[config.mk]
export PLATFORM = sky130hd
export DESIGN_NAME = twopass_mac
export DESIGN_NICKNAME = d
export VERILOG_FILES = /design/src/rtl/twopass_mac.sv
export SDC_FILE = /design/constraint.sdc
export NUM_CORES = 2
export LEC_CHECK = 0
export BUFFER_PORTS_ARGS = -buffer_cell sky130_fd_sc_hd__buf_2
export CAP_MARGIN = 40
export CELL_PAD_IN_SITES_DETAIL_PLACEMENT = 1
export CELL_PAD_IN_SITES_GLOBAL_PLACEMENT = 1
export CORE_MARGIN = 5
export CORE_UTILIZATION = 54
export DETAILED_ROUTE_END_ITERATION = 8
export GPL_TIMING_DRIVEN = 1
export HOLD_SLACK_MARGIN = 0.1
export PLACE_DENSITY = 0.89
export SLEW_MARGIN = 20
export SYNTH_ARGS = -nofsm -noshare
export SYNTH_HDL_FRONTEND = slang
export SYNTH_SLANG_ARGS = --single-unit
[constraint.sdc]
create_clock -name clk -period 38.4 [get_ports clk]
set_clock_uncertainty 0.05 [all_clocks]
set_input_delay 7.68 -clock clk [delete_from_list [all_inputs] [get_ports clk]]
set_output_delay 7.68 -clock clk [all_outputs]
set_load 0.02 [all_outputs]
[src/rtl/twopass_mac.sv]
module twopass_mac #(
  parameter int DW = 32
) (
  input  logic          clk,
  input  logic          rst_n,
  input  logic          issue_valid,
  input  logic [2:0]    issue_op,
  input  logic          issue_signed,
  input  logic [DW-1:0] issue_a,
  input  logic [DW-1:0] issue_b,
  output logic          issue_ready,
  output logic          res_valid,
  output logic [DW-1:0] res_data
);
  localparam int HW = DW / 2;
  localparam int PW = 2 * DW;
  localparam int AW = DW + HW + 2;
  localparam logic [2:0] OP_MULT = 3'd0;
  localparam logic [2:0] OP_MULR = 3'd1;
  localparam logic [2:0] OP_MADD = 3'd2;
  localparam logic [2:0] OP_MSUB = 3'd3;
  localparam logic [2:0] OP_RDHI = 3'd4;
  localparam logic [2:0] OP_RDLO = 3'd5;

  logic                 busy;
  logic [2:0]           pend_op;
  logic signed [DW:0]   pend_a;
  logic signed [HW:0]   pend_bh;
  logic [PW-1:0]        part;
  logic [PW-1:0]        hilo;

  logic                 accept, is_mul, short_b, finish;
  logic [HW-1:0]        b_top;
  logic signed [DW:0]   ma;
  logic signed [HW:0]   mb;
  logic signed [AW-1:0] arr;
  logic [PW-1:0]        arr_x, prod, hilo_nx;
  logic [2:0]           fop;

  assign issue_ready = !busy;
  assign accept      = issue_valid && !busy;
  assign is_mul      = issue_op <= OP_MSUB;
  assign b_top       = issue_b[DW-1:HW];
  assign short_b     = issue_signed ? (b_top == {HW{issue_b[HW-1]}}) : (b_top == '0);

  assign ma  = busy ? pend_a  : {issue_signed & issue_a[DW-1], issue_a};
  assign mb  = busy ? pend_bh : {issue_signed & short_b & issue_b[HW-1], issue_b[HW-1:0]};
  assign arr = ma * mb;
  assign arr_x = {{(PW-AW){arr[AW-1]}}, arr};

  assign prod   = busy ? (part + (arr_x << HW)) : arr_x;
  assign finish = busy || (accept && is_mul && short_b);
  assign fop    = busy ? pend_op : issue_op;

  always_comb begin
    case (fop)
      OP_MADD: hilo_nx = hilo + prod;
      OP_MSUB: hilo_nx = hilo - prod;
      default: hilo_nx = prod;
    endcase
  end

  always_ff @(posedge clk) begin
    if (!rst_n) begin
      busy      <= 1'b0;
      pend_op   <= OP_MULT;
      pend_a    <= '0;
      pend_bh   <= '0;
      part      <= '0;
      hilo      <= '0;
      res_valid <= 1'b0;
      res_data  <= '0;
    end else begin
      res_valid <= 1'b0;
      if (finish) begin
        if (fop == OP_MULR) begin
          res_valid <= 1'b1;
          res_data  <= prod[DW-1:0];
        end else begin
          hilo <= hilo_nx;
        end
      end
      if (busy) begin
        busy <= 1'b0;
      end else if (accept) begin
        if (is_mul && !short_b) begin
          busy    <= 1'b1;
          pend_op <= issue_op;
          pend_a  <= ma;
          pend_bh <= {issue_signed & issue_b[DW-1], b_top};
          part    <= arr_x;
        end
        if (issue_op == OP_RDHI) begin
          res_valid <= 1'b1;
          res_data  <= hilo[PW-1:DW];
        end
        if (issue_op == OP_RDLO) begin
          res_valid <= 1'b1;
          res_data  <= hilo[DW-1:0];
        end
      end
    end
  end


  long_stall_chk: assert property (@(posedge clk) disable iff (!rst_n)
    (issue_valid && issue_ready && is_mul && !short_b) |=> !issue_ready);

  stall_once_chk: assert property (@(posedge clk) disable iff (!rst_n)
    !issue_ready |=> issue_ready);

  short_go_chk: assert property (@(posedge clk) disable iff (!rst_n)
    (issue_valid && issue_ready && is_mul && short_b) |=> issue_ready);

  read_res_chk: assert property (@(posedge clk) disable iff (!rst_n)
    (accept && (issue_op == OP_RDHI || issue_op == OP_RDLO)) |=> res_valid);

  idle_op_chk: assert property (@(posedge clk) disable iff (!rst_n)
    (accept && issue_op >= 3'd6) |=> (!res_valid && $stable(hilo)));

  mulr_keep_chk: assert property (@(posedge clk) disable iff (!rst_n)
    (busy && pend_op == OP_MULR) |=> (res_valid && $stable(hilo)));
endmodule

==> results.toml <==
[status]
status = "finished clean"

[cells_and_area]
layout.cell_area.non_filler_sq_um = 39700
area_delta_synth_final_pct = 7.09
drive_above_1_share_pct = 8.07
nNetsFinal = 5458

[sta]
slew_headroom_pct = 35.2
setup_violations = 0
post-route-min-period_ps = 19900
finalCritPeriodShare_pct = 51.8
slew_viol_final = 0
tightest_slew_ps = 962
rsz0062_at_grt = "no"
fin_setup_tns_ps = 0
fmax_mhz = 50.3
finalHoldViolCount = 0

[logic_synthesis]
synth-edff-count = 0
seq_area_frac_synth_pct = 10.9
synth_common_cells = "626 x nand2_1, 601 x inv_1, 540 x nor2_1, 539 x fa_1, 341 x a21oi_1"
synth.top_cells.by_area = "fa_1 29%, dfxtp_1 11%, ha_1 7.7%, nand2_1 6.3%, inv_1 6.1%"
synth_cell_type_count = 108
synth_nets = 5489
syn_area_sq_um = 37100
synth_seq_cells = 201
synth_flop_cell = "dfxtp_1"
synth_top_area_share_pct = 29.1
async_reset_ff_share_pct = 0
yosysMostFrequentCell = "nand2_1"
yosysWarnings = 0
synth.largest_area_cell = "fa_1"
netlist_instances = 4652
syn_area_per_cell_sq_um = 7.97

[clock_tree]
htreeDepth = 1
postCtsSetupBuffers = 0
postCtsHoldBufs = 0
cts.sinks = 201
cts_tree = "done"
path_clk_slew_ps = 60
cts.repair.resized = 0
clock_path_buffers = 3
clock-root-buffer = "clkbuf_16"
numCtsBuffers = 29
worst_skew_pair.late_latency_ps = 640

[floorplan]
start_util_pct = 54.2
die_width_um = 272
core_area_sq_um = 68300
die-area_sq_um = 74000
rows = 96
die_y_um = 272
design.portCount = 105

[min_path]
holdCritPathClass = "register to register"
hold_depth = 2
min_to = "part[18]"
hp-start = "part[18]"

[detailed_routing]
drcViolationCount = 0
drt-vias-per-instance = 6.50
first_pass_iters = 7
wl_per_cell_um = 26.3
postRouteAntennaNets = 0
vias = 35900
routed_wl_mm = 145
dr.first_iter.drc_count = 3186

[placed_design]
dp_hpwl_mm = 113
gp_congestion = 0.956
io_buffers = 104
placed_area_sq_um = 38400

[critical_path]
cpMostUsedCell = "fa_1"
cp_top_family = "adder cells"
critPathRequiredTime_ps = 38850
critPathSlowestCell = "clkinv_1"
r2r_end = "hilo[60]"
critPathCaptureType = "register"
max_stage_delay_ps = 540
ff2ff_path_depth = 46
r2r-start = "busy"
r2r_slack_ps = 24840
worst-path-buf-inv = 5
cp_data_arrival_time_ps = 20350
startpoint_type = "primary input"
worst-setup-path-type = "primary input to register"
worstPathMaxFanout = 25

[grt]
grt_pass1_vias = 39400
grt_pass1_wl_mm = 224
grt_max_degree = 97
antenna_found_initial = 6
groute.usage.overall_pct = 38.5
gr-total-overflow = 0

[flow_run]
cap_violations = 0
## how the worst max path moves through the flow
stage / from / end / slack, ps / cells past startpoint
after global routing: issue_b[26] / hilo[60] / 18090 / 48
final: issue_b[26] / hilo[60] / 18500 / 48
after floorplan: issue_b[2] / hilo[61] / 20580 / 50
after global placement: issue_b[26] / hilo[61] / 18870 / 49
after CTS: issue_b[26] / hilo[60] / 18830 / 48
after detailed placement: issue_b[26] / hilo[60] / 18250 / 48
## through the flow
stage	setup slack [ps]	std cells	util [%]	hold slack (ps)
floorplan	20580	4652	-	382
global placement	18870	5444	55.9	390
detailed placement	18250	5458	56.2	402
CTS	18830	5512	57.7	410
global route	18090	5527	58.1	436
finish	18500	5528	58.1	418
## registers in the layout, summed over array words and instances, names as in the netlist
register,count
part,50
res_valid,1
pend_a,33
res_data,32
busy,1
pend_bh,17
hilo,64
pend_op,3
## per-layer routing
metal / up-vias / global-route usage, % / share of wire [%]
met5: - / 0 / 0.016
met4: 2 / 23.7 / 7.3
met3: 710 / 6.90 / 8.4
met2: 1932 / 63.9 / 47
met1: 18100 / 46.7 / 37
li1: 15200 / - / -
## cell usage in the layout (no fill, tap or decap), types with 51 or more instances in the layout
cell type    n
a21o_1      85
inv_1      601
a21oi_1    340
buf_2      107
o21ai_0    144
a211oi_1    81
nand2_1    626
nor3_1      66
nor2_1     539
buf_4       58
nand3_1     57
fa_1       539
xor2_1      76
mux2_2      71
mux2i_1     80
o211ai_1    51
ha_1       227
xnor2_1    124
dfxtp_1    200
## cells by family after synthesis
logic type | share of synthesized area, %
flip-flops | 10.9
XOR/XNOR | 4.79
AO/OA/AOI/OAI | 16.1
multiplexers | 4.57
buffers and inverters | 8.69
adder cells (fa/ha/maj) | 36.8
AND/OR/NAND/NOR | 18.2
## worst min-delay path, stage by stage (launching register included)
cell     delay, ps
dfxtp_1        310
nand2_1         60
a21oi_1         50
## layout make-up
cell class                      count  area (sq um)
Antenna cell                        2          5.00
Multi-Input combinational cell   3603         29900
Fill cell                        8391         28600
Clock buffer                       40           838
Sequential cell                   201          4030
Inverter                          604          2270
Timing Repair Buffer              182          1300
Clock inverter                     14           224
Tap cell                          882          1100
Power is not shown: default switching activity piles up to over one toggle a cycle in this logic, so the estimate is an artifact.
